`src/rtl/rcd_pkg.sv`:
```
package rcd_pkg;

  localparam int CHAR_W = 10;

  typedef enum logic [1:0] {
    ST_HUNT = 2'd0,
    ST_SOF  = 2'd1,
    ST_GAP  = 2'd2,
    ST_DATA = 2'd3
  } rcd_state_e;

  typedef enum logic [1:0] {
    CH_BYTE = 2'd0,
    CH_EOF  = 2'd1,
    CH_BAD  = 2'd2
  } rcd_char_e;

  // A character is a byte when framed by a low start and a high stop bit.
  function automatic rcd_char_e classify_char(input logic [CHAR_W-1:0] c);
    if (c[CHAR_W-1] && !c[0]) return CH_BYTE;
    else if (c == '0)         return CH_EOF;
    else                      return CH_BAD;
  endfunction

  function automatic logic [7:0] char_payload(input logic [CHAR_W-1:0] c);
    return c[8:1];
  endfunction

endpackage

```
`src/rtl/rcd_phase_ctr.sv`:
```
module rcd_phase_ctr #(
  parameter int SPB = 4,
  parameter int MID = 2,
  parameter int PW  = 5
) (
  input  logic          clk,
  input  logic          rst_n,
  input  logic          adv,
  input  logic          clr,
  input  logic          wrap_en,
  output logic [PW-1:0] phase_inc,
  output logic          mid_hit
);
  logic [PW-1:0] phase_q;

  assign phase_inc = phase_q + PW'(1);
  assign mid_hit   = adv && (phase_inc == PW'(MID));

  always_ff @(posedge clk or negedge rst_n) begin
    if (!rst_n)                                  phase_q <= '0;
    else if (clr)                                phase_q <= '0;
    else if (adv && wrap_en && phase_inc >= PW'(SPB)) phase_q <= '0;
    else if (adv)                                phase_q <= phase_inc;
  end

  // Inside a bit period the phase never reaches the period length.
  assert_phase_wrap_R2: assert property (@(posedge clk) disable iff (!rst_n)
    (wrap_en && !clr && adv) |=> (phase_q < PW'(SPB)));
endmodule

```
`src/rtl/rcd_char_shift.sv`:
```
module rcd_char_shift
  import rcd_pkg::*;
(
  input  logic              clk,
  input  logic              rst_n,
  input  logic              clr,
  input  logic              shift,
  input  logic              bit_in,
  output logic [CHAR_W-1:0] chr_next
);
  logic [CHAR_W-1:0] chr_q;

  assign chr_next = {bit_in, chr_q[CHAR_W-1:1]};

  always_ff @(posedge clk or negedge rst_n) begin
    if (!rst_n)     chr_q <= '0;
    else if (clr)   chr_q <= '0;
    else if (shift) chr_q <= chr_next;
  end
endmodule

```
`src/rtl/rcd_byte_tally.sv`:
```
module rcd_byte_tally #(
  parameter int LEN_W = 9
) (
  input  logic             clk,
  input  logic             rst_n,
  input  logic             clr,
  input  logic             inc,
  input  logic [LEN_W-1:0] max_len,
  output logic             at_last,
  output logic             any
);
  logic [LEN_W:0] cnt_q;
  logic [LEN_W:0] cnt_inc;

  assign cnt_inc = cnt_q + (LEN_W+1)'(1);
  assign at_last = cnt_inc >= {1'b0, max_len};
  assign any     = cnt_q != '0;

  always_ff @(posedge clk or negedge rst_n) begin
    if (!rst_n)   cnt_q <= '0;
    else if (clr) cnt_q <= '0;
    else if (inc) cnt_q <= cnt_inc;
  end

  // A new byte is only taken while the frame is still below its limit.
  assert_limit_R9: assert property (@(posedge clk) disable iff (!rst_n)
    (inc && !clr && $stable(max_len)) |-> (cnt_q < {1'b0, max_len}));
endmodule

```
`src/rtl/rcd_sync_fsm.sv`:
```
module rcd_sync_fsm
  import rcd_pkg::*;
#(
  parameter int SOF_MIN_BITS = 9,
  parameter int SOF_MAX_BITS = 12,
  parameter int GAP_MAX      = 25,
  parameter int PW           = 5,
  parameter int BW           = 4
) (
  input  logic              clk,
  input  logic              rst_n,
  input  logic              sample_en,
  input  logic              sample_bit,
  input  logic              mid_hit,
  input  logic [PW-1:0]     phase_inc,
  input  logic [CHAR_W-1:0] chr_next,
  input  logic              tally_last,
  input  logic              tally_any,
  output rcd_state_e        state,
  output logic              phase_clr,
  output logic              wrap_en,
  output logic              shift_en,
  output logic              shift_clr,
  output logic              tally_clr,
  output logic              tally_inc,
  output logic              byte_fire,
  output logic              frame_fire,
  output logic              err_fire
);
  localparam logic [BW-1:0] SOF_MIN_C = BW'(SOF_MIN_BITS);
  localparam logic [BW-1:0] SOF_MAX_C = BW'(SOF_MAX_BITS);
  localparam logic [BW-1:0] CHAR_C    = BW'(CHAR_W);
  localparam logic [PW-1:0] GAP_C     = PW'(GAP_MAX);

  rcd_state_e    st_q, st_d;
  logic [BW-1:0] bits_q, bits_d, bits_inc;
  logic          sof_lock;  // named event: start-of-frame accepted
  rcd_char_e     kind;

  assign state    = st_q;
  assign bits_inc = bits_q + BW'(1);
  assign kind     = classify_char(chr_next);
  assign wrap_en  = (st_q == ST_SOF) || (st_q == ST_DATA);

  always_comb begin
    st_d       = st_q;
    bits_d     = bits_q;
    phase_clr  = 1'b0;
    shift_en   = 1'b0;
    shift_clr  = 1'b0;
    tally_clr  = 1'b0;
    tally_inc  = 1'b0;
    byte_fire  = 1'b0;
    frame_fire = 1'b0;
    err_fire   = 1'b0;
    sof_lock   = 1'b0;
    if (sample_en) begin
      unique case (st_q)
        ST_HUNT: begin
          phase_clr = 1'b1;
          if (!sample_bit) begin
            st_d      = ST_SOF;
            bits_d    = '0;
            tally_clr = 1'b1;
          end
        end
        ST_SOF: begin
          if (mid_hit) begin
            if (sample_bit) begin
              if (bits_q > SOF_MIN_C) begin
                st_d      = ST_GAP;
                phase_clr = 1'b1;
                sof_lock  = 1'b1;
              end else begin
                st_d = ST_HUNT;
              end
              bits_d = '0;
            end else begin
              bits_d = bits_inc;
              if (bits_inc > SOF_MAX_C) begin
                st_d     = ST_HUNT;
                err_fire = 1'b1;
              end
            end
          end
        end
        ST_GAP: begin
          if (sample_bit) begin
            if (phase_inc > GAP_C) begin
              st_d     = ST_HUNT;
              err_fire = 1'b1;
            end
          end else begin
            st_d      = ST_DATA;
            phase_clr = 1'b1;
            bits_d    = '0;
            shift_clr = 1'b1;
          end
        end
        ST_DATA: begin
          if (mid_hit) begin
            shift_en = 1'b1;
            bits_d   = bits_inc;
            if (bits_inc == CHAR_C) begin
              bits_d = '0;
              unique case (kind)
                CH_BYTE: begin
                  byte_fire = 1'b1;
                  tally_inc = 1'b1;
                  if (tally_last) begin
                    st_d     = ST_HUNT;
                    err_fire = 1'b1;
                  end else begin
                    st_d      = ST_GAP;
                    phase_clr = 1'b1;
                  end
                end
                CH_EOF: begin
                  st_d       = ST_HUNT;
                  frame_fire = tally_any;
                end
                default: begin
                  st_d     = ST_HUNT;
                  err_fire = 1'b1;
                end
              endcase
            end
          end
        end
        default: st_d = ST_HUNT;
      endcase
    end
  end

  always_ff @(posedge clk or negedge rst_n) begin
    if (!rst_n) begin
      st_q   <= ST_HUNT;
      bits_q <= '0;
    end else begin
      st_q   <= st_d;
      bits_q <= bits_d;
    end
  end

  assert_hold_R11: assert property (@(posedge clk) disable iff (!rst_n)
    !sample_en |=> $stable(st_q));
  assert_sof_run_R4: assert property (@(posedge clk) disable iff (!rst_n)
    (st_q == ST_SOF) |-> (bits_q <= SOF_MAX_C));
  assert_gap_bound_R5: assert property (@(posedge clk) disable iff (!rst_n)
    (st_q == ST_GAP) |-> (phase_inc <= GAP_C + PW'(1)));
  assert_lock_R2: assert property (@(posedge clk) disable iff (!rst_n)
    sof_lock |=> (st_q == ST_GAP));
endmodule

```
`src/rtl/reader_cmd_decoder.sv`:
```
module reader_cmd_decoder
  import rcd_pkg::*;
#(
  parameter int SPB          = 4,
  parameter int MID_POS      = 2,
  parameter int SOF_MIN_BITS = 9,
  parameter int SOF_MAX_BITS = 12,
  parameter int GAP_MAX      = 25,
  parameter int LEN_W        = 9
) (
  input  logic             clk,
  input  logic             rst_n,
  input  logic             sample_en,
  input  logic             sample_bit,
  input  logic [LEN_W-1:0] max_len,
  output logic             byte_valid,
  output logic [7:0]       byte_data,
  output logic             frame_done,
  output logic             err_pulse,
  output logic             reader_active
);
  localparam int PW      = $clog2(GAP_MAX + 2);
  localparam int BIT_TOP = (SOF_MAX_BITS > CHAR_W) ? SOF_MAX_BITS : CHAR_W;
  localparam int BW      = $clog2(BIT_TOP + 2);

  rcd_state_e        state;
  logic              phase_clr, wrap_en, mid_hit;
  logic [PW-1:0]     phase_inc;
  logic              shift_en, shift_clr;
  logic [CHAR_W-1:0] chr_next;
  logic              tally_clr, tally_inc, tally_last, tally_any;
  logic              byte_fire, frame_fire, err_fire;

  rcd_phase_ctr #(.SPB(SPB), .MID(MID_POS), .PW(PW)) phase_i (
    .clk(clk), .rst_n(rst_n), .adv(sample_en), .clr(phase_clr),
    .wrap_en(wrap_en), .phase_inc(phase_inc), .mid_hit(mid_hit));

  rcd_char_shift shift_i (
    .clk(clk), .rst_n(rst_n), .clr(shift_clr), .shift(shift_en),
    .bit_in(sample_bit), .chr_next(chr_next));

  rcd_byte_tally #(.LEN_W(LEN_W)) tally_i (
    .clk(clk), .rst_n(rst_n), .clr(tally_clr), .inc(tally_inc),
    .max_len(max_len), .at_last(tally_last), .any(tally_any));

  rcd_sync_fsm #(
    .SOF_MIN_BITS(SOF_MIN_BITS), .SOF_MAX_BITS(SOF_MAX_BITS),
    .GAP_MAX(GAP_MAX), .PW(PW), .BW(BW)
  ) fsm_i (
    .clk(clk), .rst_n(rst_n), .sample_en(sample_en), .sample_bit(sample_bit),
    .mid_hit(mid_hit), .phase_inc(phase_inc), .chr_next(chr_next),
    .tally_last(tally_last), .tally_any(tally_any), .state(state),
    .phase_clr(phase_clr), .wrap_en(wrap_en), .shift_en(shift_en),
    .shift_clr(shift_clr), .tally_clr(tally_clr), .tally_inc(tally_inc),
    .byte_fire(byte_fire), .frame_fire(frame_fire), .err_fire(err_fire));

  assign reader_active = (state == ST_GAP) || (state == ST_DATA);

  always_ff @(posedge clk or negedge rst_n) begin
    if (!rst_n) begin
      byte_valid <= 1'b0;
      byte_data  <= '0;
      frame_done <= 1'b0;
      err_pulse  <= 1'b0;
    end else begin
      byte_valid <= byte_fire;
      frame_done <= frame_fire;
      err_pulse  <= err_fire;
      if (byte_fire) byte_data <= char_payload(chr_next);
    end
  end

  assert_done_idle_R6: assert property (@(posedge clk) disable iff (!rst_n)
    frame_done |-> !reader_active);
  assert_err_excl_R8: assert property (@(posedge clk) disable iff (!rst_n)
    err_pulse |-> !frame_done);
  assert_byte_strobe_R11: assert property (@(posedge clk) disable iff (!rst_n)
    byte_valid |-> $past(sample_en));
  assert_active_rise_R10: assert property (@(posedge clk) disable iff (!rst_n)
    $rose(reader_active) |-> ($past(sample_en) && $past(sample_bit)));
endmodule

```
`config.mk`:
```
export PLATFORM = sky130hd
export DESIGN_NAME = reader_cmd_decoder
export DESIGN_NICKNAME = d
export VERILOG_FILES = /design/src/rtl/rcd_pkg.sv /design/src/rtl/rcd_phase_ctr.sv /design/src/rtl/rcd_char_shift.sv /design/src/rtl/rcd_byte_tally.sv /design/src/rtl/rcd_sync_fsm.sv /design/src/rtl/reader_cmd_decoder.sv
export SDC_FILE = /design/constraint.sdc
export NUM_CORES = 1
export LEC_CHECK = 0
export CORE_ASPECT_RATIO = 1.75
export CORE_MARGIN = 8
export CORE_UTILIZATION = 30
export DETAILED_ROUTE_END_ITERATION = 10
export PLACE_DENSITY = 0.53
export RECOVER_POWER = 50
export SLEW_MARGIN = 20
export SYNTH_ARGS = -nofsm -noshare
export SYNTH_HDL_FRONTEND = slang
export SYNTH_SLANG_ARGS = --single-unit
```
`constraint.sdc`:
```
create_clock -name clk -period 6.8 [get_ports clk]
set_clock_uncertainty 0.15 [all_clocks]
set_input_delay 2.04 -clock clk [delete_from_list [all_inputs] [get_ports clk]]
set_output_delay 2.04 -clock clk [all_outputs]
set_load 0.1 [all_outputs]
```
* Word level (Yosys, flattened, before mapping)
Index checks and enable logic that the tools add are counted.
** Storage, ports and cells
- Register bits after elaboration :: 42
- Output and inout port bits :: 12
- Logic and storage cells :: 112
- Bits of input ports :: 13
** Operators by class
- Equal/unequal tests :: 13
- Reductions and logical operators :: 17
- $add $sub $neg :: 3
- Magnitude comparators :: 5
- Mux-type cells :: 65
** Operator list (count)
- 2-to-1 mux 10 bit :: 4
- 2-to-1 mux 1 bit :: 35
- 2-to-1 mux 2 bit :: 13
- 2-to-1 mux 4 bit :: 5
- 2-to-1 mux 5 bit :: 3
- case mux 4 bit (3 select lines) :: 1
- adder 10 x 1 -> 10 bit (second input constant) :: 1
- greater-or-equal comparator 10 x 9 -> 1 bit :: 1
- zero test 10 bit :: 1
- nonzero test 10 bit :: 1
- greater-than comparator 4 bit (second input constant) :: 2
- case mux 2 bit (4 select lines) :: 1
- AND reduction 7 bit :: 1
- != test 2 x 1 -> 1 bit (second input constant) :: 3
- adder 5 x 1 -> 5 bit (second input constant) :: 1
- equality test 5 x 2 -> 1 bit (second input constant) :: 1
- greater-or-equal comparator 5 x 3 -> 1 bit (second input constant) :: 1
- greater-than comparator 5 bit (second input constant) :: 1
- adder 4 x 1 -> 4 bit (second input constant) :: 1
- equality test 2 x 1 -> 1 bit (second input constant) :: 2
- equality test 2 bit (second input constant) :: 2
- equality test 4 bit (second input constant) :: 1
- logical AND 1 bit :: 4
- zero test 2 bit :: 2
- 12 further kinds :: 15

* Logic depth before layout (Yosys ltp)
Gate-level depths: netlist (run 1).
- Depth after elaboration :: 11
- Gate-level depth with buffers :: 11

* Modules after synthesis
A second synthesis (run 1) with hierarchy kept.
** Unflattened totals
- Cell total of the unflattened synthesis :: 285
- Area total of the unflattened synthesis :: 2706.3 sq um
** By module, submodules not included
- rcd_byte_tally :: area each 893.4 sq um, instances 1, seq. area each 250.2 sq um, cells an instance 104
- rcd_sync_fsm :: area each 640.6 sq um, instances 1, seq. area each 150.1 sq um, cells an instance 84
- reader_cmd_decoder :: area each 410.4 sq um, instances 1, seq. area each 275.3 sq um, cells an instance 21
- rcd_phase_ctr :: area each 390.4 sq um, instances 1, seq. area each 125.1 sq um, cells an instance 46
- rcd_char_shift :: area each 371.6 sq um, instances 1, seq. area each 225.2 sq um, cells an instance 30

* Worst setup path after synthesis (run 1)
Ideal clock, no wire load.
- Path type :: input -> register
- Start point :: input max_len[7]
- End point :: register phase_i.phase_q[0]
- Cell stages on the path :: 8
- Setup slack :: 3006 ps
- Setup time :: 126 ps
- Data required time :: 6524 ps
- Arrival :: 3517 ps
- Cells stage by stage :: inv_1 > ha_1 > a21o_1 > a2111oi_0 > o31ai_1 > nor3_1 > o31a_1 > o21ai_0
** On the way
- Word-level cells in the longest chain between the ends :: 8
- Elaborated cells between the ends (all ways) :: 9
** Ends and longest elaborated chain
- from (decl) :: line reader_cmd_decoder.sv:15 : input logic [LEN_W-1:0] max_len,
- greater-or-equal comparator 10 x 9 -> 1 bit (*) :: line rcd_byte_tally.sv:16 : assign at_last = cnt_inc >= {1'b0, max_len};
- 2-to-1 mux 1 bit (*) :: line rcd_sync_fsm.sv:110 : if (tally_last) begin
- 2-to-1 mux 1 bit (*) :: line rcd_sync_fsm.sv:106 : unique case (kind)
- 2-to-1 mux 1 bit (*) :: line rcd_sync_fsm.sv:104 : if (bits_inc == CHAR_C) begin
- 2-to-1 mux 1 bit (*) :: line rcd_sync_fsm.sv:101 : if (mid_hit) begin
- case mux 1 bit (4 select lines) (*) :: line rcd_sync_fsm.sv:58 : unique case (st_q)
- 2-to-1 mux 1 bit (*) :: line rcd_sync_fsm.sv:57 : if (sample_en) begin
- nonzero test 3 bit (no line) / 2-to-1 mux 5 bit (equally long branches)
- to (signal assigned) :: line rcd_phase_ctr.sv:23 : else if (adv) phase_q <= phase_inc;
- to (decl) :: line rcd_phase_ctr.sv:14 : logic [PW-1:0] phase_q;
Every way passes the cells marked *; elsewhere a longest branch is shown, timed or not.
A chain may end at the register's enable or synchronous reset.

* Worst setup path after layout (run 1)
- Start point :: input sample_en
- End point :: register byte_data[7]
** On the way
- Word-level cells in the longest chain between the ends :: 4
** Ends and longest elaborated chain
- from (decl) :: line reader_cmd_decoder.sv:13 : input logic sample_en,
- logical AND 1 bit :: line rcd_phase_ctr.sv:17 : assign mid_hit = adv && (phase_inc == PW'(MID));
- 2-to-1 mux 1 bit :: line rcd_sync_fsm.sv:101
- 2-to-1 mux 1 bit :: line rcd_sync_fsm.sv:58
- 2-to-1 mux 1 bit (*) :: line rcd_sync_fsm.sv:57
- to (signal assigned) :: line reader_cmd_decoder.sv:69 : if (byte_fire) byte_data <= char_payload(chr_next);
- to (decl) :: line reader_cmd_decoder.sv:17 : output logic [7:0] byte_data,
Marked as above.

==> results_dict.tcl, run 1 <==
set metrics [dict create \
    die_w_um 87.7 \
    final.setup.tns_ns 0 \
    tightest_slew_ns 2.29 \
    dr.pass1.iters 6 \
    crit_chain "dlygate4sd3_1 > nand2_1 > nor3_4 > nand4b_1 > buf_4 > mux2_4" \
    synth_xor_area_share_pct 2.60 \
    path_class "in -> reg" \
    synthArstFlopShare_pct 100 \
    netSwitchingPower_w 0.000293 \
    whs_path_depth 1 \
    hold_violations 0 \
    drtIter0Drc 117 \
    yosysWarnings 0 \
    placedInstanceArea_mm2 0.00303 \
    power_frac_comb_pct 27.8 \
    period_minus_slack_ns 4.88 \
    vias 2094 \
    syn_to_final_growth_pct 18.7 \
    synth_area_leader_cell "dfrtp_1" \
    die-height_um 141 \
    grt_max_degree 42 \
    grt_pass1_wl_mm 10.6 \
    portBuffers 24 \
    path_clk_slew_ns 0.06 \
    rsz0062_at_grt "false" \
    cp-start-kind "primary input" \
    synth_top_area_share_pct 38.1 \
    critPathMaxStageDelay_ns 0.86 \
    reg2reg_depth 8 \
    ys_ff_latch 41 \
    cts-resized-gates 0 \
    max_freq_ghz 0.205 \
    synth_compound_area_share_pct 13.7 \
    powerDensity_mw_per_mm2 255 \
    final_layout_size_suffix_gt1_share_pct 10.1 \
    wirelength_mm 6.13 \
    r2r_setup_slack_ns 3.36 \
    synth_top_family_by_area "simple AND/OR/NAND/NOR gates" \
    synth_flop_cell "dfrtp_1" \
    synth_edf_count 0 \
    antenna_left 0 \
    row_count 46 \
    violations "max-capacitance violations, max-slew violations" \
    syn_area_per_cell_um2 9.49 \
    synthSimpleGateAreaFrac_pct 20.5 \
    finalInstanceArea_mm2 0.00320 \
    wire_per_inst_um 14.4 \
    ctsHoldBuffers 0 \
    critPathArrivalTime_ns 4.90 \
    tritoncts "done" \
    clockPowerShare_pct 33.6 \
    antenna_found_initial 0 \
    routabilityCongestion 0.768 \
    syn_nets 316 \
    timing.rr.start "phase_i.phase_q[0]" \
    clock_tree.buffer_depth 2 \
    grt_remaining_overflow 0 \
    cts_buffers 5 \
    viasPerCell 4.92 \
    hp-start "byte_data[6]" \
    crit_slowest_cell "dlygate4sd3_1" \
    final_common_cell "dfrtp_1" \
    ir_drop_mv 0.143 \
    fin_crit_sh_pct 71.7 \
    seq_area_frac_synth_pct 38.1 \
    worst_setup_path_end_kind "flop" \
    hold_slack_ns 0.362 \
    outcome "complete, but fails checks" \
    core_mm2 0.00892 \
    drc_errors 0 \
    synthAdderAreaFrac_pct 8.82 \
    hp-class "reg -> reg" \
    clk_latency_ns 0.29 \
    slew_viol_final 42 \
    holdPathEnd "byte_data[6]" \
    rr_endpoint "byte_data[7]" \
    htree_levels 2 \
    p_sw_share_pct 35.9 \
    drv_cap 1 \
    ys_types 54 \
    hpwl_mm 4.62 \
    p_total_w 0.000817 \
    grt_pass1_vias 2171 \
    ios 25 \
    setup_violations 0 \
    syn_inst 284 \
    antennaDiodeCount 0 \
    final_nets 337 \
    die-area_mm2 0.0124 \
    pwr-share-seq_pct 38.6 \
    initial_core_util_pct 30.2 \
    grt_use_total_pct 10.9 \
    cts_setup_buffers 0 \
    leakagePower_nw 1.48 \
    slew_headroom_pct -52.4 \
    layout_common_cells "dfrtp_1, nand2_1, nor2_1" \
    root_buffer "clkbuf_16" \
    synthTopCellsByArea "dfrtp_1, ha_1, mux2_4" \
    synth_area_mm2 0.00270 \
    cts.sinks 41 \
    synth_mux_area_share_pct 11.4 \
    crit_path_max_fanout 16 \
    intPower_w 0.000524 \
    required_ns 6.83 \
]
[critical path: cells and delay by family]
family	cells	cell delay, ns
buffers and inverters	2	1.27
and+or+nand+nor	3	1.29
muxes	1	0.30
[synth_stat cells, types with 2 or more instances]
cell type  count
xnor2_1        4
buf_2          2
a21oi_1       10
and2_1         7
o21a_1         2
dfrtp_1       41
o311ai_0       2
nand4_1        3
or2_2          2
o31ai_1        4
nor4bb_1       2
nand3_1       13
nand2_1       26
nor4_1         4
clkbuf_1       7
a21o_1         4
mux2_2         9
xor2_1         4
ha_1          19
or2_1          2
nor2b_1        2
mux2_4         7
o211ai_1       2
o22ai_1        2
o21ai_0       10
nor2_1        22
nor3_1         4
and3_1         4
nand4b_1       2
nand2b_1       6
buf_6          2
mux2i_1       10
or3_1          2
a31oi_1        4
inv_1         19
[metrics by stage]
step	cells	setup slack [ns]	util [%]
floorplan	284	3.01	-
global placement	418	1.76	34.0
detailed placement	418	1.68	34.0
CTS	426	1.99	35.9
global route	426	1.70	35.9
finish	426	1.92	35.9
[registers in the layout, indices dropped and copies added, names as in the netlist]
name / flops
byte_valid: 1
frame_done: 1
shift_i.chr_q: 9
err_pulse: 1
fsm_i.bits_q: 4
fsm_i.state: 2
phase_i.phase_q: 5
tally_i.cnt_q: 10
byte_data: 8
[power by group through the flow]
stage	registers, W	clock network (W)	logic (W)
finish	0.000316	0.000275	0.000227
global route	0.000323	0.000292	0.000256
CTS	0.000315	0.000285	0.000230
detailed placement	0.000319	0	0.000229
global placement	0.000320	0	0.000227
floorplan	0.000293	0	0.000188
[layout make-up]
type	instances	area, µm²
clock buffer	5	125
clock inverter	3	46.3
fill	922	5720
inverter	20	75.1
multi-input combinational	212	1540
sequential	41	1030
tap	120	150
timing repair buffer	25	241
[metal layers]
metal	vias to the layer above	routed length [µm]	share of wire (%)	global-route usage, %
li1	1051	-	-	-
met1	999	2440	40	11.1
met3	16	114	1.9	1.85
met5	-	0	0	0
met4	0	241	3.9	6.66
met2	28	3340	54	19.6
[kinds of logic after synthesis]
family                   Yosys count
multiplexers                      26
flip-flops                        41
AND/OR/NAND/NOR                  106
XOR/XNOR                           8
buffers and inverters             31
adder cells (fa/ha/maj)           19
AO/OA/AOI/OAI                     53
[worst max path at each step]
stage	startpoint	to	slack, ns	cells after the start
after floorplan	max_len[7]	phase_i.phase_q[0]	3.01	8
after global placement	sample_en	byte_data[7]	1.76	6
after detailed placement	sample_en	byte_data[7]	1.68	6
after CTS	sample_en	byte_data[7]	1.99	6
after global routing	sample_en	byte_data[7]	1.70	6
final	sample_en	byte_data[7]	1.92	6
(Power assumes the default switching activity.)
==> run 2: changes to the inputs <==
- clock period: 6.8 -> 5.1 ns (I/O delays scaled with it)
==> run 2 against run 1 <==
Effect of this change:
- the run still ends with max-capacitance violations, max-slew violations left
- utilization rose by 0.056 points
- critical path depth fell by 5
- first-iteration DRC count fell by 8.5%
- cell count rose by 0.70%
- worst hold slack barely moved
==> results_dict.tcl, run 2 (same netlist as run 1, synthesis figures left out) <==
set metrics [dict create \
    crit_slowest_cell "clkdlybuf4s50_1" \
    r2r_setup_slack_ns 2.03 \
    grtUsageMet1_pct 11.9 \
    fillers 929 \
    rsz0062_at_grt "false" \
    period_minus_slack_ns 3.80 \
    vias 2141 \
    antenna_found_initial 0 \
    top_register "tally_i.cnt_q" \
    die-area_mm2 0.0124 \
    portBuffers 24 \
    path_delay_family "buffers and inverters" \
    dr.pass1.iters 4 \
    leakagePower_nw 1.49 \
    largest_reg_flops 10 \
    rr_endpoint "fsm_i.state[1]" \
    wirelength_mm 6.49 \
    drv_cap 1 \
    final.setup.tns_ns 0 \
    cts_setup_buffers 0 \
    grt_remaining_overflow 0 \
    grt_pass1_vias 2190 \
    ir_drop_mv 0.149 \
    row_count 46 \
    core_mm2 0.00892 \
    hold_violations 0 \
    reg2reg_depth 11 \
    drc_errors 0 \
    hpwl_mm 4.86 \
    viasPerCell 4.99 \
    path_class "reg -> out" \
    grtUsageMet2_pct 20.5 \
    routabilityCongestion 0.783 \
    fin_crit_sh_pct 74.6 \
    worst-path-buf-inv 1 \
    antennaDiodeCount 0 \
    cts_buffers 5 \
    tritoncts "done" \
    layout_common_cells "dfrtp_1, nand2_1, nor2_1" \
    critPathMaxStageDelay_ns 1.23 \
    final_layout_size_suffix_gt1_share_pct 10.7 \
    worst_setup_path_end_kind "primary output" \
    powerDensity_mw_per_mm2 333 \
    die_w_um 87.7 \
    cp.depth 1 \
    cts-resized-gates 0 \
    required_ns 3.42 \
    die-height_um 141 \
    setup.worst_path.end "reader_active" \
    use_met3_pct 2.03 \
    critPathArrivalTime_ns 2.12 \
    final_nets 340 \
    tightest_slew_ns 2.32 \
    crit_path_max_fanout 12 \
    ctsHoldBuffers 0 \
    gr-max-usage-layer "met2" \
    slew_headroom_pct -54.9 \
    outcome "complete, but fails checks" \
    pre_cts_ws_ns 1.10 \
    crit_start "fsm_i.state[1]" \
    grt_max_degree 42 \
    violations "max-capacitance violations, max-slew violations" \
    syn_to_final_growth_pct 18.9 \
    clk_latency_ns 0.29 \
    clock_tree.buffer_depth 2 \
    setup_violations 0 \
    path_clk_slew_ns 0.06 \
    max_freq_ghz 0.263 \
    slew_viol_final 42 \
    grt_use_total_pct 11.2 \
    root_buffer "clkbuf_16" \
    drtIter0Drc 107 \
    timing.rr.start "tally_i.cnt_q[0]" \
    crit_chain "clkdlybuf4s50_1" \
    wire_per_inst_um 15.1 \
    cp-start-kind "flop" \
    initial_core_util_pct 30.2 \
    fin_ws_ns 1.30 \
    grt_pass1_wl_mm 10.8 \
    final_common_cell "dfrtp_1" \
    reg_top3 "tally_i.cnt_q (10), shift_i.chr_q (9), byte_data (8)" \
    cts.sinks 41 \
    ios 25 \
    antenna_left 0 \
    hp-class "reg -> reg" \
    htree_levels 2 \
]
run 2: area by class of cell:
type / instances / area (µm²) / share of cell area [%]
Tap cell: 120 / 150 / 4.68
Sequential cell: 41 / 1030 / 32.0
Timing Repair Buffer: 28 / 260 / 8.12
Clock inverter: 1 / 5.00 / 0.156
Clock buffer: 7 / 153 / 4.76
Inverter: 20 / 75.1 / 2.34
Multi-Input combinational cell: 212 / 1540 / 47.9
run 2: per-stage QoR:
stage	hold slack (ns)	util, %	cell area (µm²)	power [W]	std cells
2_1_floorplan	0.365	-	2700	0.000642	284
3_3_place_gp	0.343	34.2	3050	0.000733	421
3_5_place_dp	0.346	34.2	3050	0.000737	421
4_1_cts	0.365	36.0	3210	0.00108	429
5_1_grt	0.380	35.9	3210	0.00114	429
6_report	0.361	35.9	3210	0.00107	429
run 2: how the worst min path moves through the flow:
| stage | from | to | slack [ns] | depth (start not counted) |
|---|---|---|---|---|
| global placement | byte_data[6] | byte_data[6] | 0.34 | 1 |
| finish | byte_data[6] | byte_data[6] | 0.36 | 1 |
| detailed placement | byte_data[4] | byte_data[4] | 0.35 | 1 |
| floorplan | shift_i.chr_q[1] | shift_i.chr_q[1] | 0.36 | 2 |
| CTS | byte_data[1] | byte_data[1] | 0.37 | 1 |
| global route | byte_data[1] | byte_data[1] | 0.38 | 1 |
run 2: layer usage:
metal,up-vias,wire [µm]
li1,1063,-
met1,1039,2600
met4,0,167
met5,-,0
met2,28,3580
met3,11,136
run 2: power breakdown:
| part | switching (W) | internal, W | leakage [nW] |
|---|---|---|---|
| combinational | 0.000194 | 0.000114 | 0.847 |
| sequential | 0.0000692 | 0.000354 | 0.565 |
| clock | 0.000128 | 0.000207 | 0.0799 |
